==> src/rtl/ctlv_pkg.sv <==
package ctlv_pkg;

   typedef enum logic [1:0] {
      PH_CTRL  = 2'b00,
      PH_VIDEO = 2'b01,
      PH_TRANS = 2'b10,
      PH_RSVD  = 2'b11
   } ctlv_phase_e;

   localparam int unsigned CTLV_PHASE_W = 2;

endpackage

==> src/rtl/ctlv_vote3.sv <==
module ctlv_vote3 #(
   parameter int unsigned COPIES = 3
) (
   input  logic [COPIES-1:0] copies_i,
   output logic              bit_o,
   output logic              split_o
);

   localparam int unsigned QUORUM = (COPIES + 1) / 2;

   generate
      if (COPIES < 3 || (COPIES % 2) == 0) begin : g_bad
         $error("ctlv_vote3: COPIES must be odd and at least 3");
      end

      if (COPIES == 3) begin : g_tmr
         always_comb begin
            bit_o   = (copies_i[0] & copies_i[1]) |
                      (copies_i[0] & copies_i[2]) |
                      (copies_i[1] & copies_i[2]);
            split_o = (copies_i[0] ^ copies_i[1]) | (copies_i[1] ^ copies_i[2]);
         end
      end else begin : g_wide
         always_comb begin
            bit_o   = ($countones(copies_i) >= QUORUM);
            split_o = (|copies_i) & ~(&copies_i);
         end
      end
   endgenerate

endmodule

==> src/rtl/ctlv_unpack.sv <==
module ctlv_unpack #(
   parameter int unsigned N_PROT = 5,
   parameter int unsigned N_RAW  = 4,
   parameter int unsigned COPIES = 3,
   localparam int unsigned BODY_W   = N_PROT * COPIES + N_RAW,
   localparam int unsigned RAW_BASE = N_PROT * COPIES
) (
   input  logic [BODY_W-1:0]              body_i,
   output logic [N_PROT-1:0][COPIES-1:0]  trip_o,
   output logic [N_RAW-1:0]               raw_o
);

   generate
      for (genvar k = 0; k < N_PROT; k++) begin : g_trip
         assign trip_o[k] = body_i[k*COPIES +: COPIES];
      end
      for (genvar r = 0; r < N_RAW; r++) begin : g_raw
         assign raw_o[r] = body_i[RAW_BASE + r];
      end
   endgenerate

endmodule

==> src/rtl/ctlv_capture.sv <==
module ctlv_capture #(
   parameter int unsigned CTL_W = 9
) (
   input  logic             clk,
   input  logic             rst_n,
   input  logic             load_i,
   input  logic [CTL_W-1:0] ctl_d_i,
   input  logic             split_i,
   output logic [CTL_W-1:0] ctl_o,
   output logic             pulse_o
);

   always_ff @(posedge clk or negedge rst_n) begin
      if (!rst_n) begin
         ctl_o   <= '0;
         pulse_o <= 1'b0;
      end else begin
         pulse_o <= load_i & split_i;
         if (load_i) begin
            ctl_o <= ctl_d_i;
         end
      end
   end

endmodule

==> src/rtl/ctl_vote_decoder.sv <==
module ctl_vote_decoder
   import ctlv_pkg::*;
#(
   parameter int unsigned WORD_W    = 20,
   parameter int unsigned N_PROT    = 5,
   parameter int unsigned N_RAW     = 4,
   parameter int unsigned COPIES    = 3,
   parameter int unsigned FIRST_BIT = 1
) (
   input  logic                      clk,
   input  logic                      rst_n,
   input  logic [WORD_W-1:0]         word_i,
   input  logic                      word_vld_i,
   input  logic [CTLV_PHASE_W-1:0]   phase_i,
   output logic [N_PROT+N_RAW-1:0]   ctl_o,
   output logic                      fix_pulse_o
);

   localparam int unsigned CTL_W  = N_PROT + N_RAW;
   localparam int unsigned BODY_W = N_PROT * COPIES + N_RAW;

   generate
      if (WORD_W != FIRST_BIT + BODY_W) begin : g_bad_width
         $error("ctl_vote_decoder: WORD_W does not match the field layout");
      end
      if (N_PROT == 0) begin : g_bad_prot
         $error("ctl_vote_decoder: N_PROT must be at least 1");
      end
   endgenerate

   logic [N_PROT-1:0][COPIES-1:0] trip;
   logic [N_RAW-1:0]              raw;
   logic [N_PROT-1:0]             voted;
   logic [N_PROT-1:0]             split;
   logic [CTL_W-1:0]              ctl_d;
   logic                          accept;

   ctlv_unpack #(
      .N_PROT (N_PROT),
      .N_RAW  (N_RAW),
      .COPIES (COPIES)
   ) u_unpack (
      .body_i (word_i[FIRST_BIT +: BODY_W]),
      .trip_o (trip),
      .raw_o  (raw)
   );

   generate
      for (genvar k = 0; k < N_PROT; k++) begin : g_vote
         ctlv_vote3 #(
            .COPIES (COPIES)
         ) u_vote (
            .copies_i (trip[k]),
            .bit_o    (voted[k]),
            .split_o  (split[k])
         );
      end
   endgenerate

   always_comb begin
      accept = word_vld_i && (ctlv_phase_e'(phase_i) == PH_CTRL);
      ctl_d  = {raw, voted};
   end

   ctlv_capture #(
      .CTL_W (CTL_W)
   ) u_capture (
      .clk     (clk),
      .rst_n   (rst_n),
      .load_i  (accept),
      .ctl_d_i (ctl_d),
      .split_i (|split),
      .ctl_o   (ctl_o),
      .pulse_o (fix_pulse_o)
   );

endmodule

==> config.mk <==
export PLATFORM = sky130hd
export DESIGN_NAME = ctl_vote_decoder
export DESIGN_NICKNAME = d
export VERILOG_FILES = /design/src/rtl/ctlv_pkg.sv /design/src/rtl/ctlv_vote3.sv /design/src/rtl/ctlv_unpack.sv /design/src/rtl/ctlv_capture.sv /design/src/rtl/ctl_vote_decoder.sv
export SDC_FILE = /design/constraint.sdc
export NUM_CORES = 1
export LEC_CHECK = 0
export BUFFER_PORTS_ARGS = -buffer_cell sky130_fd_sc_hd__buf_4
export CAP_MARGIN = 0
export CORE_UTILIZATION = 30
export DETAILED_ROUTE_END_ITERATION = 7
export SLEW_MARGIN = 20
export SYNTH_ARGS = -nofsm -noshare
export SYNTH_HDL_FRONTEND = slang
export SYNTH_SLANG_ARGS = --single-unit
==> constraint.sdc <==
create_clock -name clk -period 1.6 [get_ports clk]
set_clock_uncertainty 0.15 [all_clocks]
set_input_delay 0 -clock clk [delete_from_list [all_inputs] [get_ports clk]]
set_output_delay 0 -clock clk [all_outputs]
set_load 0.01 [all_outputs]
Yosys cells after proc, flatten, opt, wreduce, memory -nomap -nowiden --
Cells that the tools add are included.
Storage, ports and cells: flip-flop bits (word level) 10, input bits 25, output and inout bits 10, word-level logic and storage cells 46
Operators by class: bitwise logic cells 41, reductions and logical operators 3
Operators by type and width (count):
- 1-bit AND | 16
- 1-bit OR | 15
- 1-bit XOR | 10
- 5-bit OR reduction | 1
- 2-bit zero test | 1
- 1-bit logical AND | 1

Logic depth before layout (Yosys ltp) --
Gate-level depths: netlist of the first run.
depth after elaboration 4, gate-level depth with buffers 3, gate-level depth less buffers 3

By module --
From an unflattened synthesis of the first run, not the netlist that was laid out.
Second synthesis, totals: cells, all modules 64, area, all modules 767.0 um^2
Modules (own cells, without submodules):
- ctlv_capture | instances 1, cells each 21, area each 404.1 um^2, sequential area each 250.2 um^2
- ctlv_vote3 | instances 5, cells each 4, area each 40.0 um^2, sequential area each 0.0 um^2
- ctlv_unpack | instances 1, cells each 19, area each 142.6 um^2, sequential area each 0.0 um^2
- ctl_vote_decoder | instances 1, cells each 4, area each 20.0 um^2, sequential area each 0.0 um^2

Least setup slack after synthesis of the first run --
OpenSTA, ideal clock, no wires.
path kind input to register, start in word_i[11], end reg u_capture.pulse_o, setup time 0.129 ns, arrival time 1.119 ns, required time 1.321 ns, path slack 0.202 ns, stages 3, buffers on the path 0, path through ha_1 -> or4_1 -> o41a_1
On the way: word-level cells in the longest chain between the ends 4, elaborated cells between the ends (all ways) 5, those cells by class bitwise: 4; reduce/logical: 1
Ends and longest elaborated chain:
- from (decl) | line ctl_vote_decoder.sv:12 | input logic [WORD_W-1:0] word_i,
- 1-bit XOR | line ctlv_vote3.sv:21 | split_o = (copies_i[0] ^ copies_i[1]) | (copies_i[1] ^ copies_i[2]);
- 1-bit OR * | line ctlv_vote3.sv:21
- 5-bit OR reduction * | line ctl_vote_decoder.sv:72 | .split_i (|split),
- 1-bit AND * | line ctlv_capture.sv:18 | pulse_o <= load_i & split_i;
- to (signal assigned) | line ctlv_capture.sv:18
- to (decl) | line ctlv_capture.sv:10 | output logic pulse_o
Every way passes the cells marked *; elsewhere a longest branch is shown, timed or not. A chain may end at the register's enable or synchronous reset.

Worst setup path after layout of the first run --
start in word_i[7], end reg u_capture.ctl_o[2]
On the way: word-level cells in the longest chain between the ends 3, elaborated cells between the ends (all ways) 4, those cells by class bitwise: 4
Ends and longest elaborated chain:
- 1-bit AND, on equally long branches | line ctlv_vote3.sv:18, ctlv_vote3.sv:19
- 1-bit OR * | line ctlv_vote3.sv:18 | bit_o = (copies_i[0] & copies_i[1]) |
- 1-bit OR * | line ctlv_vote3.sv:19 | (copies_i[0] & copies_i[2]) |
- to (signal assigned) | line ctlv_capture.sv:20 | ctl_o <= ctl_d_i;
- to (decl) | line ctlv_capture.sv:9 | output logic [CTL_W-1:0] ctl_o,
Marked as above.

==> reports/metrics.cfg, run 1 <==
[timing]
tightest_slew_ns=0.455
max_freq_mhz=725
relSlewSlack_pct=69.5
rsz0062_at_grt=no
finalMaxSlewViolations=0
final-setup-viol-count=0
final.setup.tns_ns=0
period_needed_ns=1.38
hold_violations=0
finalCritPeriodShare_pct=86.2

[synthesis]
ys.flop_type=dfrtp_1
synth_nets=74
synth-edff-count=0
syn_area_um2=559
synth_area_leaders=dfrtp_1 45%, ha_1 22%, mux2_2 18%, a211o_1 7.8%, or4_1 2.7%
avgSynthCellArea_um2=14.3
syn-instance-count=39
ys_async_sr_fraction_pct=100
synth_top_area_cell=dfrtp_1
yosys-top-cells-count=10 x dfrtp_1, 10 x ha_1, 9 x mux2_2, 5 x a211o_1, 2 x or4_1
synth-seq-area-share_pct=44.7
ys_ff_latch=10
synth_top_area_share_pct=44.7
ys_types=8
yosysWarningCount=0

[route]
drt_first_pass_iters=2
wl_per_cell_um=10.8
drt_iter0_drc=6
routed_via_density=4.64
drc=0
vias=543
wl_um=1270
ant_nets=0

[placement]
numPortBuffers=33
post-dp-hpwl_um=909
dp.cells=97
gp_congestion=0.674

[pwr]
leakagePower_uw=0.000510
power_density_nw_per_um2=739
switching_share_pct=26.0
power_frac_seq_pct=42.4
clkPwrFrac_pct=22.0
peakVddDrop_v=0.000416
power.internal_uw=565
power.switching_uw=199
power_frac_comb_pct=35.6

[clock_network]
cts_tree=done
cts_resized=0
clkTransAtPathRegs_ns=0.06
cts.sinks=10
cts_made_buffers=3
clk-insertion-delay-late_ns=0.26
cts_max_level=1
cts_buffer_depth=2
cts_root_buffer=clkbuf_4

[critical_path]
crit_path_start_kind=input pin
worstSetupEndpointType=flop
cpPeakStageDelay_ns=0.53
cp_num_buf_inv=2
crit_type=input pin to flop
crit_path_end=u_capture.ctl_o[2]$_DFFE_PN0P_
arrival_ns=1.38
cp_slowest_cell=dlygate4sd3_1
cp-startpoint=word_i[7]
reg2reg_depth=1
reg2reg_to=u_capture.ctl_o[1]$_DFFE_PN0P_
cp_data_required_time_ns=1.60
cp_max_fo=2
cp_cell_sequence=dlygate4sd3_1, buf_4, ha_1, a211o_1, mux2_2
r2r_slack_ns=0.70
crit_family=buffers and inverters
r2r_start=u_capture.ctl_o[1]$_DFFE_PN0P_
crit_cells=5

[die]
start_util_pct=32.0
die_area_um2=2040
die_y_um=45.2
rows=15
io_pins=35
core_area_um2=1750
die_x_um=45.2

[grt]
grt.overflow.total=0
antenna_found_initial=0
use_met2_pct=23.5
grt_pass1_wl_um=2010
grt_use_total_pct=14.2
grtUsageMet3_pct=4.00
first_global_vias=483
grt_max_degree=11
grtUsageMet1_pct=16.8
busiest_layer=met2

[final_layout]
antenna_cells=0
nets=129
drive_gt1_share_pct=50.0
layout.cells.non_filler=117
area_delta_synth_final_pct=84.8

[outcome]
status=complete, no violations

[hold_path]
hold_class=input pin to flop

[job]
cap_viol_max_count=0

-- worst min-delay path, stage by stage --
cell	delay [ns]
buf_4	0.08
nor3b_1	0.04
buf_4	0.17
o41a_1	0.12
-- flip-flops by register name (all words and copies together) (netlist names) --
name / cells
u_capture.ctl_o: 9
u_capture.pulse_o: 1
-- power by group through the flow --
stage          Sequential (uW)  Combinational (uW)  Clock (uW)
3_5_place_dp               329                 243           0
5_1_grt                    331                 299         188
3_3_place_gp               329                 238           0
4_1_cts                    324                 276         177
6_report                   324                 272         168
2_1_floorplan              352                72.1           0
-- timing repair --
| action | 4_1_cts | 5_1_grt |
|---|---|---|
| hold endpoints to repair | 20 | 0 |
| setup endpoints to repair | 0 | 0 |
| hold buffers | 17 | 0 |
| setup buffers | 0 | 0 |
-- layout make-up --
cell class | instances | area, um^2
Fill cell | 156 | 712
Timing Repair Buffer | 51 | 425
Multi-Input combinational cell | 28 | 304
Sequential cell | 10 | 250
Tap cell | 25 | 31.3
Clock buffer | 3 | 22.5
-- cells in the final DEF, fill, tap and decap left out, drive strengths merged --
cell type / n
buf: 34
dlygate4sd3: 17
a211o: 5
dfrtp: 10
nor3b: 1
clkbuf: 3
mux2: 9
ha: 10
or4: 2
o41a: 1
-- stage by stage --
step | hold slack [ns] | power [uW] | cell area (um^2) | setup WS (ns) | util [%]
after CTS | 0.0191 | 777 | 1030 | 0.228 | 59.2
after detailed placement | -0.315 | 572 | 841 | 0.0221 | 48.2
after global routing | 0.0401 | 818 | 1030 | 0.186 | 59.2
final | 0.0243 | 764 | 1030 | 0.220 | 59.2
after global placement | -0.314 | 566 | 841 | 0.0273 | 48.2
after floorplan | -0.446 | 425 | 559 | 0.202 | -
-- worst min path at each step --
| stage | cells after the start | to | startpoint |
|---|---|---|---|
| global route | 4 | u_capture.pulse_o$_DFF_PN0_ | phase_i[1] |
| global placement | 1 | u_capture.ctl_o[3]$_DFFE_PN0P_ | rst_n |
| floorplan | 0 | u_capture.ctl_o[0]$_DFFE_PN0P_ | rst_n |
| detailed placement | 1 | u_capture.ctl_o[3]$_DFFE_PN0P_ | rst_n |
| CTS | 4 | u_capture.pulse_o$_DFF_PN0_ | phase_i[0] |
| finish | 4 | u_capture.pulse_o$_DFF_PN0_ | phase_i[0] |
-- logic make-up (layout without fill, tap and decap cells) --
group	after synthesis	after routing	share of synthesized area (%)
adder cells (fa/ha/maj)	10	10	22.4
flip-flops	10	10	44.7
multiplexers	9	9	18.1
buffers and inverters	1	54	0.894
AND/OR/NAND/NOR	3	3	4.03
AO/OA/AOI/OAI	6	6	9.84
-- layer usage --
layer,vias up,routed length [um]
met1,261,535
met4,0,19
met5,-,0
met3,2,90
li1,260,-
met2,20,621
Power figures use the tool's default switching activity.
==> run 2: changes to the inputs <==
--- a/config.mk
+++ b/config.mk
@@ -5,6 +5,7 @@
 export SDC_FILE = /design/constraint.sdc
 export NUM_CORES = 1
 export LEC_CHECK = 0
+export ABC_AREA = 1
 export BUFFER_PORTS_ARGS = -buffer_cell sky130_fd_sc_hd__buf_4
 export CAP_MARGIN = 0
 export CORE_UTILIZATION = 30
==> run 2 against run 1 <==
Effect of this change: die area up 8.5%; clock-buffer cell count grew 1; critical path type unchanged; routed wire length increased by 24%; the flow now finishes with violations (negative hold slack); worst hold slack worse by 0.028 ns; worst setup slack got worse by 0.15 ns.
==> reports/metrics.cfg, run 2 <==
[outcome]
status=finished with violations
violations=negative hold slack

[placement]
dpl_cell_area_um2=883
numPortBuffers=33
gp_congestion=0.648
post-dp-hpwl_um=995

[pwr]
peakVddDrop_v=0.000376
clkPwrFrac_pct=28.1
switching_share_pct=27.9
leakagePower_uw=0.000616
power_density_nw_per_um2=699
power.internal_uw=589
power_frac_seq_pct=38.5
power_frac_comb_pct=33.4
power.switching_uw=228

[clock_network]
cts_tree=done
cts_buffer_depth=2
clkTransAtPathRegs_ns=0.08
cts_made_buffers=3
cts_max_level=1
cts_resized=0
cts.sinks=10
cts_root_buffer=clkbuf_4
clk-insertion-delay-late_ns=0.26

[grt]
grt_max_degree=11
grt_use_total_pct=14.4
first_global_vias=599
grt_pass1_wl_um=2280
antenna_found_initial=0
grt.overflow.total=0

[hold_path]
hold_class=input pin to flop

[final_layout]
layout_common_cells=37 x buf_4, 29 x nand2_1, 22 x dlygate4sd3_1
finish.utilization_pct=64.3
final_area_um2=1170
antenna_cells=0
nets=172
final_common_cell=buf_4
regMostFlops=u_capture.ctl_o
drive_gt1_share_pct=32.4
largest_register_ffs=9
reg_top3=u_capture.ctl_o x9, u_capture.pulse_o x1
area_delta_synth_final_pct=92.0

[synthesis]
synth_top_area_share_pct=41.1
synth_top_area_cell=dfrtp_1
yosys-top-cells-count=29 x nand2_1, 11 x nor2_1, 10 x dfrtp_1, 10 x ha_1, 10 x nand3_1
ys.flop_type=dfrtp_1
ys_async_sr_fraction_pct=100
syn-instance-count=74
synth-edff-count=0
avgSynthCellArea_um2=8.23
ys_ff_latch=10
yosysWarningCount=0
synth_area_leaders=dfrtp_1 41%, ha_1 21%, nand2_1 18%, nand3_1 8.2%, nor2_1 6.8%
ys_types=9
yosysMostFrequentCell=nand2_1
syn_area_um2=609
synth-seq-area-share_pct=41.1
synth_nets=109

[die]
die_area_um2=2220
start_util_pct=33.5
core_area_um2=1820
rows=15
die_x_um=47.1
io_pins=35
die_y_um=47.1

[critical_path]
crit_path_start_kind=input pin
arrival_ns=1.59
crit_type=input pin to flop
cp_data_required_time_ns=1.65
worstSetupEndpointType=flop
cp_max_fo=7

[timing]
hold_violations=1
finalCritPeriodShare_pct=95.9
period_needed_ns=1.53
max_freq_mhz=652
relSlewSlack_pct=70.2
final-setup-viol-count=0
tightest_slew_ns=0.446
whs_ns=-0.00373
finalMaxSlewViolations=0

[route]
drt_iter0_drc=10
wl_per_cell_um=9.73
wl_um=1570
vias=714
routed_via_density=4.43
drc=0
ant_nets=0
drt_first_pass_iters=4

[job]
cap_viol_max_count=0

==> run 2: cell count changes after synthesis, moves of 2 or more <==
cell | before | now
a211o_1 | 5 | 0
mux2_2 | 9 | 0
nand2_1 | 0 | 29
nand3_1 | 0 | 10
nor2_1 | 0 | 11
or4_1 | 2 | 0
==> run 2: final cells by class <==
| class | instances | area, um^2 |
|---|---|---|
| Sequential cell | 10 | 250 |
| Clock buffer | 4 | 36.3 |
| Multi-Input combinational cell | 63 | 354 |
| Timing Repair Buffer | 59 | 498 |
| Fill cell | 164 | 651 |
| Tap cell | 25 | 31.3 |
==> run 2: routing by layer <==
metal	GRT usage, %	share of wire, %	wire length, um
met5	0	0	0
met4	5.14	0	0
met3	1.15	2.2	34
met2	26.7	58	907
met1	17.3	40	624
==> run 2: path summary, 6_finish.rpt <==
path,depth (start not counted),to,start,slack [ns]
min in group asynchronous,3,u_capture.ctl_o[5]$_DFFE_PN0P_,rst_n,0.60
max,6,u_capture.ctl_o[7]$_DFFE_PN0P_,phase_i[0],0.07
min reg2reg,2,u_capture.ctl_o[6]$_DFFE_PN0P_,u_capture.ctl_o[6]$_DFFE_PN0P_,0.33
max in group asynchronous,3,u_capture.ctl_o[0]$_DFFE_PN0P_,rst_n,0.39
max reg2reg,2,u_capture.ctl_o[7]$_DFFE_PN0P_,u_capture.ctl_o[7]$_DFFE_PN0P_,0.81
min,5,u_capture.ctl_o[2]$_DFFE_PN0P_,phase_i[1],-0.004
==> run 2: worst max-delay path, stage by stage <==
cell	delay [ns]
dlygate4sd3_1	0.53
buf_4	0.14
nor2_4	0.18
nand3_1	0.09
dlygate4sd3_1	0.56
nand2_1	0.08
==> run 2: logic make-up (layout without fill, tap and decap cells) <==
logic type	after synthesis	in the layout	share of synthesized area (%)
buffers and inverters	1	63	0.821
adder cells (fa/ha/maj)	10	10	20.5
AND/OR/NAND/NOR	53	53	37.6
flip-flops	10	10	41.1
==> run 2: timing repair <==
action	in CTS	in global routing
hold endpoints to repair	20	6
buffers inserted	0	4
hold buffers	11	11
setup endpoints to repair	0	4
==> run 2: metrics by stage <==
step	hold WS [ns]	power, uW	std cells	setup slack (ns)	TNS [ns]
floorplan	-0.446	413	74	0.762	0
global placement	-0.316	540	131	0.562	0
detailed placement	-0.314	546	131	0.537	0
CTS	-0.0945	786	146	0.00337	0
global route	0.0204	872	161	-0.000862	-0.000862
finish	-0.00373	817	161	0.0658	0
==> run 2: power groups by stage <==
stage | clock network, uW | registers [uW] | logic (uW)
global placement | 0 | 317 | 223
finish | 230 | 314 | 273
global route | 242 | 320 | 310
CTS | 226 | 313 | 246
floorplan | 0 | 337 | 76.3
detailed placement | 0 | 318 | 228
==> run 3: changes to the inputs <==
--- a/config.mk
+++ b/config.mk
@@ -10,6 +10,7 @@
 export CAP_MARGIN = 0
 export CORE_UTILIZATION = 30
 export DETAILED_ROUTE_END_ITERATION = 7
+export SETUP_SLACK_MARGIN = 0.1
 export SLEW_MARGIN = 20
 export SYNTH_ARGS = -nofsm -noshare
 export SYNTH_HDL_FRONTEND = slang
==> run 3 against run 2 <==
Effect of this change: via count decreased by 2.1%; largest power group unchanged; combinational power down 4%; final area down 3.4%; clock-buffer cell count unchanged; the run still ends with negative hold slack left; clock power hardly changed.
==> reports/metrics.cfg, run 3 (same netlist as run 2, synthesis figures left out) <==
[clock_network]
cts_buffer_depth=2
cts_max_level=1
cts_made_buffers=3
cts.sinks=10
cts_tree=done
post_cts_buffers=0
clkTransAtPathRegs_ns=0.07
clk-insertion-delay-late_ns=0.26
cts_resized=0
cts_root_buffer=clkbuf_4

[final_layout]
nets=167
largest_register_ffs=9
antenna_cells=0
layout_common_cells=33 x buf_4, 29 x nand2_1, 21 x dlygate4sd3_1
regMostFlops=u_capture.ctl_o
fill_cells=169
drive_gt1_share_pct=30.5
area_delta_synth_final_pct=85.4
final_common_cell=buf_4
reg_top3=u_capture.ctl_o x9, u_capture.pulse_o x1

[critical_path]
arrival_ns=1.42
worstSetupEndpointType=flop
reg2reg_depth=2
cp_data_required_time_ns=1.60
cp_max_fo=10
reg2reg_to=u_capture.ctl_o[7]$_DFFE_PN0P_
crit_type=input pin to flop
cp-startpoint=word_vld_i
r2r_slack_ns=0.81
r2r_start=u_capture.ctl_o[7]$_DFFE_PN0P_
crit_path_start_kind=input pin

[die]
rows=15
die_area_um2=2220
start_util_pct=33.5
die_x_um=47.1
io_pins=35
die_y_um=47.1
core_area_um2=1820

[grt]
grt_max_degree=11
grt.overflow.total=0
first_global_vias=712
grt_use_total_pct=16.9
antenna_found_initial=0
grt_pass1_wl_um=2690

[timing]
period_needed_ns=1.42
whs_ns=-0.0802
final.setup.tns_ns=0
hold_violations=1
rsz0062_at_grt=no
final-setup-viol-count=0
finalMaxSlewViolations=0
max_freq_mhz=703
relSlewSlack_pct=69.8
finalCritPeriodShare_pct=88.9
tightest_slew_ns=0.451

[pwr]
leakagePower_uw=0.000596
power_density_nw_per_um2=713
p_total_uw=806
peakVddDrop_v=0.000372

[placement]
numPortBuffers=33
post-dp-hpwl_um=995
gp_congestion=0.648

[route]
drc=0
drt_iter0_drc=9
routed_via_density=4.48
wl_um=1550
wl_per_cell_um=9.96
vias=699
ant_nets=0
drt_first_pass_iters=4

[hold_path]
hold_end=u_capture.ctl_o[4]$_DFFE_PN0P_
hp-start=word_i[13]
hold_class=input pin to flop
holdPathStages=5

[outcome]
violations=negative hold slack
status=finished with violations

[job]
cap_viol_max_count=0

## run 3: routing by layer
| layer | up-vias | routed length, um | global-route usage [%] |
|---|---|---|---|
| li1 | 357 | - | - |
| met1 | 323 | 600 | 18.7 |
| met2 | 19 | 911 | 33.6 |
| met3 | 0 | 42 | 1.15 |
| met4 | 0 | 0 | 5.14 |
| met5 | - | 0 | 0 |
## run 3: final cells by class
| class | count | area [um^2] | share of cell area [%] |
|---|---|---|---|
| multi-input combinational | 63 | 354 | 31.3 |
| clock buffer | 4 | 36.3 | 3.21 |
| tap | 25 | 31.3 | 2.77 |
| sequential | 10 | 250 | 22.1 |
| timing repair buffer | 54 | 458 | 40.5 |
## run 3: worst max-delay path by stage
stage                                           to  slack, ns  cells after the start
finish              u_capture.ctl_o[7]$_DFFE_PN0P_       0.18                      5
global route        u_capture.ctl_o[1]$_DFFE_PN0P_       0.11                      7
CTS                 u_capture.ctl_o[0]$_DFFE_PN0P_       0.19                      7
detailed placement     u_capture.pulse_o$_DFF_PN0_       0.54                      6
global placement       u_capture.pulse_o$_DFF_PN0_       0.56                      6
floorplan              u_capture.pulse_o$_DFF_PN0_       0.76                      5
## run 3: where the power goes
group | switching (uW) | internal [uW]
logic | 112 | 151
clock network | 91.1 | 138
registers | 21.1 | 292
total | 224 | 582
## run 3: worst max-delay path, stage by stage
cell           delay (ns)
dlygate4sd3_1        0.54
buf_4                0.18
nand3_1              0.09
dlygate4sd3_1        0.54
nand2_1              0.06
## run 3: per-stage QoR
step                      hold slack (ns)  instances  util [%]  setup WS, ns  cell area [um^2]
final                             -0.0802        156      62.1         0.178              1130
after global placement             -0.316        131      48.5         0.562               883
after detailed placement           -0.314        131      48.5         0.537               883
after global routing              0.00727        156      62.1         0.112              1130
after CTS                          0.0323        157      62.6         0.187              1140
after floorplan                    -0.446         74         -         0.762               609
## run 3: what timing repair did
item                                    4_1_cts  5_1_grt
hold buffers                                 22        1
hold endpoints to repair                     20        1
endpoints found under the setup margin        0        2
